<file path="src/rtl/evq_pkg.sv">
package evq_pkg;
  localparam int WORD_W = 32;
  localparam int GEN_BIT = WORD_W - 1;
  localparam int PAY_W = WORD_W - 1;
  typedef logic [WORD_W-1:0] word_t;
  typedef logic [PAY_W-1:0] payload_t;
endpackage

</file>
<file path="src/rtl/evq_index_ctrl.sv">
module evq_index_ctrl #(
  parameter int IDX_W = 4
) (
  input  logic             clk,
  input  logic             rst_n,
  input  logic             advance,
  output logic [IDX_W-1:0] idx,
  output logic             tgl
);
  logic [IDX_W-1:0] idx_next;

  // Natural width truncation gives the size-minus-one mask.
  assign idx_next = idx + 1'b1;

  always_ff @(posedge clk) begin
    if (!rst_n) begin
      idx <= '0;
      tgl <= 1'b0;
    end else if (advance) begin
      idx <= idx_next;
      if (idx_next == '0) tgl <= ~tgl;
    end
  end
endmodule

</file>
<file path="src/rtl/evq_entry_decode.sv">
module evq_entry_decode
  import evq_pkg::*;
(
  input  word_t    word,
  input  logic     tgl,
  input  logic     enabled,
  output logic     hit,
  output payload_t payload
);
  assign hit = enabled && (word[GEN_BIT] != tgl);
  assign payload = hit ? word[PAY_W-1:0] : '0;
endmodule

</file>
<file path="src/rtl/evq_toggle_reader.sv">
module evq_toggle_reader
  import evq_pkg::*;
#(
  parameter int IDX_W = 4
) (
  input  logic             clk,
  input  logic             rst_n,
  input  logic             q_enable,
  input  logic             req_valid,
  output logic             req_ready,
  input  logic             req_peek,
  output logic             mem_rd_en,
  output logic [IDX_W-1:0] mem_addr,
  input  logic [WORD_W-1:0] mem_rdata,
  output logic             rsp_valid,
  input  logic             rsp_ready,
  output logic [PAY_W-1:0] rsp_data,
  output logic             rsp_hit
);
  logic             busy_q;
  logic             peek_q;
  logic             en_q;
  logic             accept;
  logic             advance;
  logic             hit;
  logic [IDX_W-1:0] idx;
  logic             tgl;
  payload_t         payload;

  assign req_ready = !busy_q;
  assign accept    = req_valid && req_ready;
  assign mem_rd_en = accept && q_enable;
  assign mem_addr  = idx;

  always_ff @(posedge clk) begin
    if (!rst_n) begin
      busy_q <= 1'b0;
      peek_q <= 1'b0;
      en_q   <= 1'b0;
    end else if (accept) begin
      busy_q <= 1'b1;
      peek_q <= req_peek;
      en_q   <= q_enable;
    end else if (busy_q && rsp_ready) begin
      busy_q <= 1'b0;
    end
  end

  evq_entry_decode dec_i (
    .word    (mem_rdata),
    .tgl     (tgl),
    .enabled (en_q),
    .hit     (hit),
    .payload (payload)
  );

  assign rsp_valid = busy_q;
  assign rsp_hit   = busy_q && hit;
  assign rsp_data  = busy_q ? payload : '0;

  assign advance = busy_q && rsp_ready && hit && !peek_q;

  evq_index_ctrl #(.IDX_W(IDX_W)) ctrl_i (
    .clk     (clk),
    .rst_n   (rst_n),
    .advance (advance),
    .idx     (idx),
    .tgl     (tgl)
  );
endmodule

</file>
<file path="config.mk">
export PLATFORM = sky130hd
export DESIGN_NAME = evq_toggle_reader
export DESIGN_NICKNAME = d
export VERILOG_FILES = /design/src/rtl/evq_pkg.sv /design/src/rtl/evq_index_ctrl.sv /design/src/rtl/evq_entry_decode.sv /design/src/rtl/evq_toggle_reader.sv
export SDC_FILE = /design/constraint.sdc
export NUM_CORES = 1
export LEC_CHECK = 0
export CAP_MARGIN = 20
export CORE_UTILIZATION = 28
export DETAILED_ROUTE_END_ITERATION = 10
export PLACE_DENSITY = 0.84
export SLEW_MARGIN = 20
export SYNTH_ARGS = -nofsm -noshare
export SYNTH_HDL_FRONTEND = slang
export SYNTH_SLANG_ARGS = --single-unit
</file>
<file path="constraint.sdc">
create_clock -name clk -period 4.4 [get_ports clk]
set_clock_uncertainty 0.2 [all_clocks]
set_input_delay 0.44 -clock clk [delete_from_list [all_inputs] [get_ports clk]]
set_output_delay 0.44 -clock clk [all_outputs]
set_load 0.05 [all_outputs]
</file>
======== After elaboration in Yosys (flattened, before gate mapping) ========
Index checks and enable logic that the tools add are counted.
word-level totals
  output and inout bits ................... 39
  bits of input ports ..................... 38
  bits in registers ....................... 8
  word-level logic and storage cells ...... 24
operators by class
  add/subtract/negate cells ............... 1
  equality and inequality tests ........... 1
  multiplexer cells ....................... 4
  bitwise gates (word level) .............. 1
  reduce and logical (&&, ||, !) cells .... 12
operators with widths
  operator                                      number
  2-to-1 mux 31 bit                             2
  logical AND 1 bit                             7
  adder 4 x 1 -> 4 bit (second input constant)  1
  logical NOT 4 bit                             1
  logical NOT 1 bit                             2
  2-to-1 mux 1 bit                              2
  AND reduction 2 bit                           1
  nonzero test 2 bit                            1
  inequality test 1 bit                         1
  NOT 1 bit                                     1

======== Depth between registers and ports, before layout ========
  word-level depth ........................ 5
  gate-level depth with buffers ........... 5
  gate-level depth less buffers ........... 5

======== Modules after synthesis ========
From an unflattened synthesis, not the netlist that was laid out.
unflattened totals
  cells, all modules ...................... 114
  area, all modules ....................... 878.3 µm²
modules (own cells, without submodules)
  module             sequential area each (µm²)  area each (µm²)  times used  cells each
  evq_toggle_reader  60.1                        351.6            1           50
  evq_entry_decode   0.0                         264.0            1           39
  evq_index_ctrl     100.1                       262.8            1           25

======== Least setup slack after synthesis ========
OpenSTA, ideal clock, no wires.
  path type ............................... register to output
  from .................................... reg busy_q, in the netlist rsp_valid
  to ...................................... out rsp_data[21]
  setup slack ............................. 2.037 ns
  data required time ...................... 3.760 ns
  stages on the path, launching flop included .. 4
  path buffers ............................ 1
  arrival ................................. 1.723 ns
  cells stage by stage .................... dfxtp_1 and3_2 buf_2 and2_1
on the way
  word-level cells in the longest chain between the ends .. 1
ends and longest elaborated chain
  element                 line                     RTL
  start, declared         evq_toggle_reader.sv:20  logic busy_q;
  start signal, assigned  evq_toggle_reader.sv:37  busy_q <= 1'b0;
  start signal, assigned  evq_toggle_reader.sv:41  busy_q <= 1'b1;
  start signal, assigned  evq_toggle_reader.sv:45  busy_q <= 1'b0;
  2-to-1 mux 31 bit       evq_toggle_reader.sv:59  assign rsp_data = busy_q ? payload : '0;
  end, declared           evq_toggle_reader.sv:17  output logic [PAY_W-1:0] rsp_data,
No other way between the ends.

======== Worst setup path in the final report ========
  from .................................... in mem_rdata[31]
  to ...................................... out rsp_data[23]
on the way
  word-level cells in the longest chain between the ends .. 4
ends and longest elaborated chain
  element                line                     RTL
  start, declared        evq_toggle_reader.sv:14  input logic [WORD_W-1:0] mem_rdata,
  inequality test 1 bit  evq_entry_decode.sv:10   assign hit = enabled && (word[GEN_BIT] != tgl);
  logical AND 1 bit      evq_entry_decode.sv:10
  2-to-1 mux 31 bit      evq_entry_decode.sv:11   assign payload = hit ? word[PAY_W-1:0] : '0;
  2-to-1 mux 31 bit      evq_toggle_reader.sv:59
No other way between the ends.

==> run metrics <==
Iter 0 DRT Violations=10; Ys Warns=0; cell internal pwr=0.0001446 W; #FFs+latches synth=8; Sw Share=26.08%; Pwr Total=0.0001956 W; chip width=50.07 µm; Routed WL per cell=approximately 12 µm; Synth Instances=83; Tcrit/Tclk final=75.16%; HPWL Detailed=1924 µm; Sink Count=8; Hold Buf Count CTS=0; IO Port Bufs=between 70 and 80; drc violations=0; full die area=2507 µm²; top cells by area, synth=and2_1 (36%), dfxtp_1 (25%), xnor2_1 (4.1%), ha_1 (3.9%), nand3_1 (3.1%); Non-Filler Instances=186; Mapped Area=646.9 µm²; mux contribution to synthesized area=1.547%; Clock Power Share=between 20 and 30%; GP Congestion=~0.78; core box area=roughly 2200 µm²; fraction of layout cells with a size suffix above 1=4.430%; vias per cell=between 4 and 5; Nets=200; Finished Core Util=66.13%; Top FF cell, synth=dfxtp_1; DIE HEIGHT=50.07 µm; Worst Setup EP=rsp_data[23]; XOR/XNOR share of the synthesized area=6.576%; Max Clock Freq=302.4 MHz; Yosys top cell area share=around 36%; Synth area leader=and2_1; final setup vio count=0; synth unique cells=28; outcome=finished clean; reg2reg start=ctrl_i.idx[0]; syn_area_per_cell=7.794 µm²; CP Max Fanout=32; cts bufs inserted=3; CTS tree=yes; largest family of logic cells by synthesized area=simple AND/OR/NAND/NOR gates; reg2reg path depth=5; Seq pwr share=38.6%; vias in the first global route=718; antenna diode count=0; Leak=0.5642 nW; sequential fraction of the synthesis area=24.76%; DP Cell Count=~180; final setup TNS=0 ns; Worst Path Arrival=2.67 ns; CP startpoint=mem_rdata[31]; root buffer cell=clkbuf_4; Skew-Pair Late Insertion Delay=0.26 ns; WL final=2247 µm; starting density of the core=29.53%; number of synthesized flops with an enable pin=0; Adder-Cell Fraction of Synth Area=3.868%; critical path capture point type=output port; Setup CP Type=primary input to output port; Initial DRT Pass Iterations=6; post-cts sizing count=0; worst slew pin tran=0.5293 ns; Post-DRT Antenna Nets=0; Post-synth ARST share=0%; Comb pwr share=between 30 and 40%; layout overhead on the synthesized area=124.0%; fraction of the mapped netlist area in simple logic gates=53.38%; crit start category=primary input; Compound-Gate Fraction of Synth Area=6.190%; H-tree depth=1; reg2reg end=ctrl_i.tgl; R2R Setup Slk=roughly 2.7 ns; GRT Total Usage=around 18%; via count of the routed design=816; largest net degree at the start of global routing=33; Final Max Slew Viols=0; Synth Net Count=123; CP required=around 3.8 ns; total of max-cap violations=0; postcts setup bufs=0; global route total overflow=0; RSZ-0062 raised after global routing=no; global-route wire length before repair=3408 µm; NetSw=0.00005101 W; I/O pin cnt=77; clock tree buffer depth=2; peak supply drop=0.1737 mV; CTS clk-pin slew, worst paths=0.05 ns; Final Hold Viols=0; cell area power density=135.0 nW/µm²; Slew headroom=64.60%; # rows=17; Worst Hold Class=register to register; Tmin final=approximately 3.3 ns; antenna violations before repair=0
==> worst max-delay path: stages <==
cell and delay (ns):
clkdlybuf4s50_1 0.50, xor2_2 0.24, and3_2 0.47, and2_1 0.20, clkdlybuf4s50_1 0.81
==> flip-flops by register name, indices dropped and copies added, names as in the netlist <==
name,flops
peek_q,1
ctrl_i.idx,4
en_q,1
rsp_valid,1
ctrl_i.tgl,1
==> placed cells by master (no fill, tap or decap) <==
cell,instances
nor2_1,1
ha_1,2
and4b_1,1
clkdlybuf4s50_1,76
or4_1,1
nand4b_1,1
clkbuf_4,3
and3_1,2
a21boi_0,1
nand3b_1,1
dfxtp_1,8
o211ai_1,2
xnor2_1,3
nor3_1,1
nand3_1,4
xor2_2,1
and2_1,37
and3_2,1
inv_1,2
o21a_1,1
and2_2,1
a21oi_1,1
nor2b_1,1
o21ai_0,1
nand2_2,1
mux2i_1,1
nand2_1,3
==> through the flow <==
| stage | hold WS, ns | cell area, µm² | setup WS [ns] |
|---|---|---|---|
| 5_1_grt | 0.3725 | 1449 | 0.9695 |
| 6_report | 0.3164 | 1449 | 1.093 |
| 3_5_place_dp | 0.3090 | 1426 | 1.080 |
| 3_3_place_gp | 0.2997 | 1426 | 1.136 |
| 2_1_floorplan | 0.2786 | 646.9 | 2.037 |
| 4_1_cts | 0.3241 | 1449 | 1.067 |
==> per-layer routing <==
layer	global-route usage (%)	vias up	share of wire, %
li1	-	421	-
met1	21.63	353	42
met2	30.44	42	48
met3	6.481	0	9.9
met4	4.286	0	0
met5	0	-	0
==> cell families after synthesis <==
logic type / count (synthesis)
xor gates and xnor gates: 4
and+or+nand+nor: 56
AOI/OAI and AO/OA: 6
adders and majority gates: 2
DFF: 8
buffers and inverters: 6
muxes: 1
==> worst min path at each step <==
stage / cells after the start / startpoint / to / slack [ns]
6_report: 2 / peek_q / peek_q / 0.32
4_1_cts: 2 / peek_q / peek_q / 0.32
3_5_place_dp: 2 / peek_q / peek_q / 0.31
5_1_grt: 2 / ctrl_i.idx[1] / ctrl_i.idx[1] / 0.37
2_1_floorplan: 2 / peek_q / peek_q / 0.28
3_3_place_gp: 2 / peek_q / peek_q / 0.30
==> layout make-up <==
| class | instances | area, µm² |
|---|---|---|
| clock buffers | 3 | 22.52 |
| fillers | 187 | 742.0 |
| inverters | 2 | 7.507 |
| multi-input cells | 69 | 462.9 |
| flip-flops and latches | 8 | 160.2 |
| well taps | 28 | 35.03 |
| repair buffers | 76 | 760.7 |
==> synthesized netlist by cell type (all sizes together) (2+ instances only) <==
library cell	n
ha	2
buf	2
clkbuf	2
and2	38
nand2	4
inv	2
and3	3
o211ai	2
nand3	4
xnor2	3
dfxtp	8
==> power by group through the flow <==
| stage | combinational, W | sequential (W) | clock, W |
|---|---|---|---|
| CTS | 0.0000644 | 0.0000756 | 0.0000581 |
| global route | 0.0000680 | 0.0000758 | 0.0000645 |
| global placement | 0.0000634 | 0.0000772 | 0 |
| detailed placement | 0.0000642 | 0.0000772 | 0 |
| floorplan | 0.0000208 | 0.0000794 | 0 |
| finish | 0.0000638 | 0.0000756 | 0.0000562 |
Note: power is estimated with default switching activity, not from simulation.
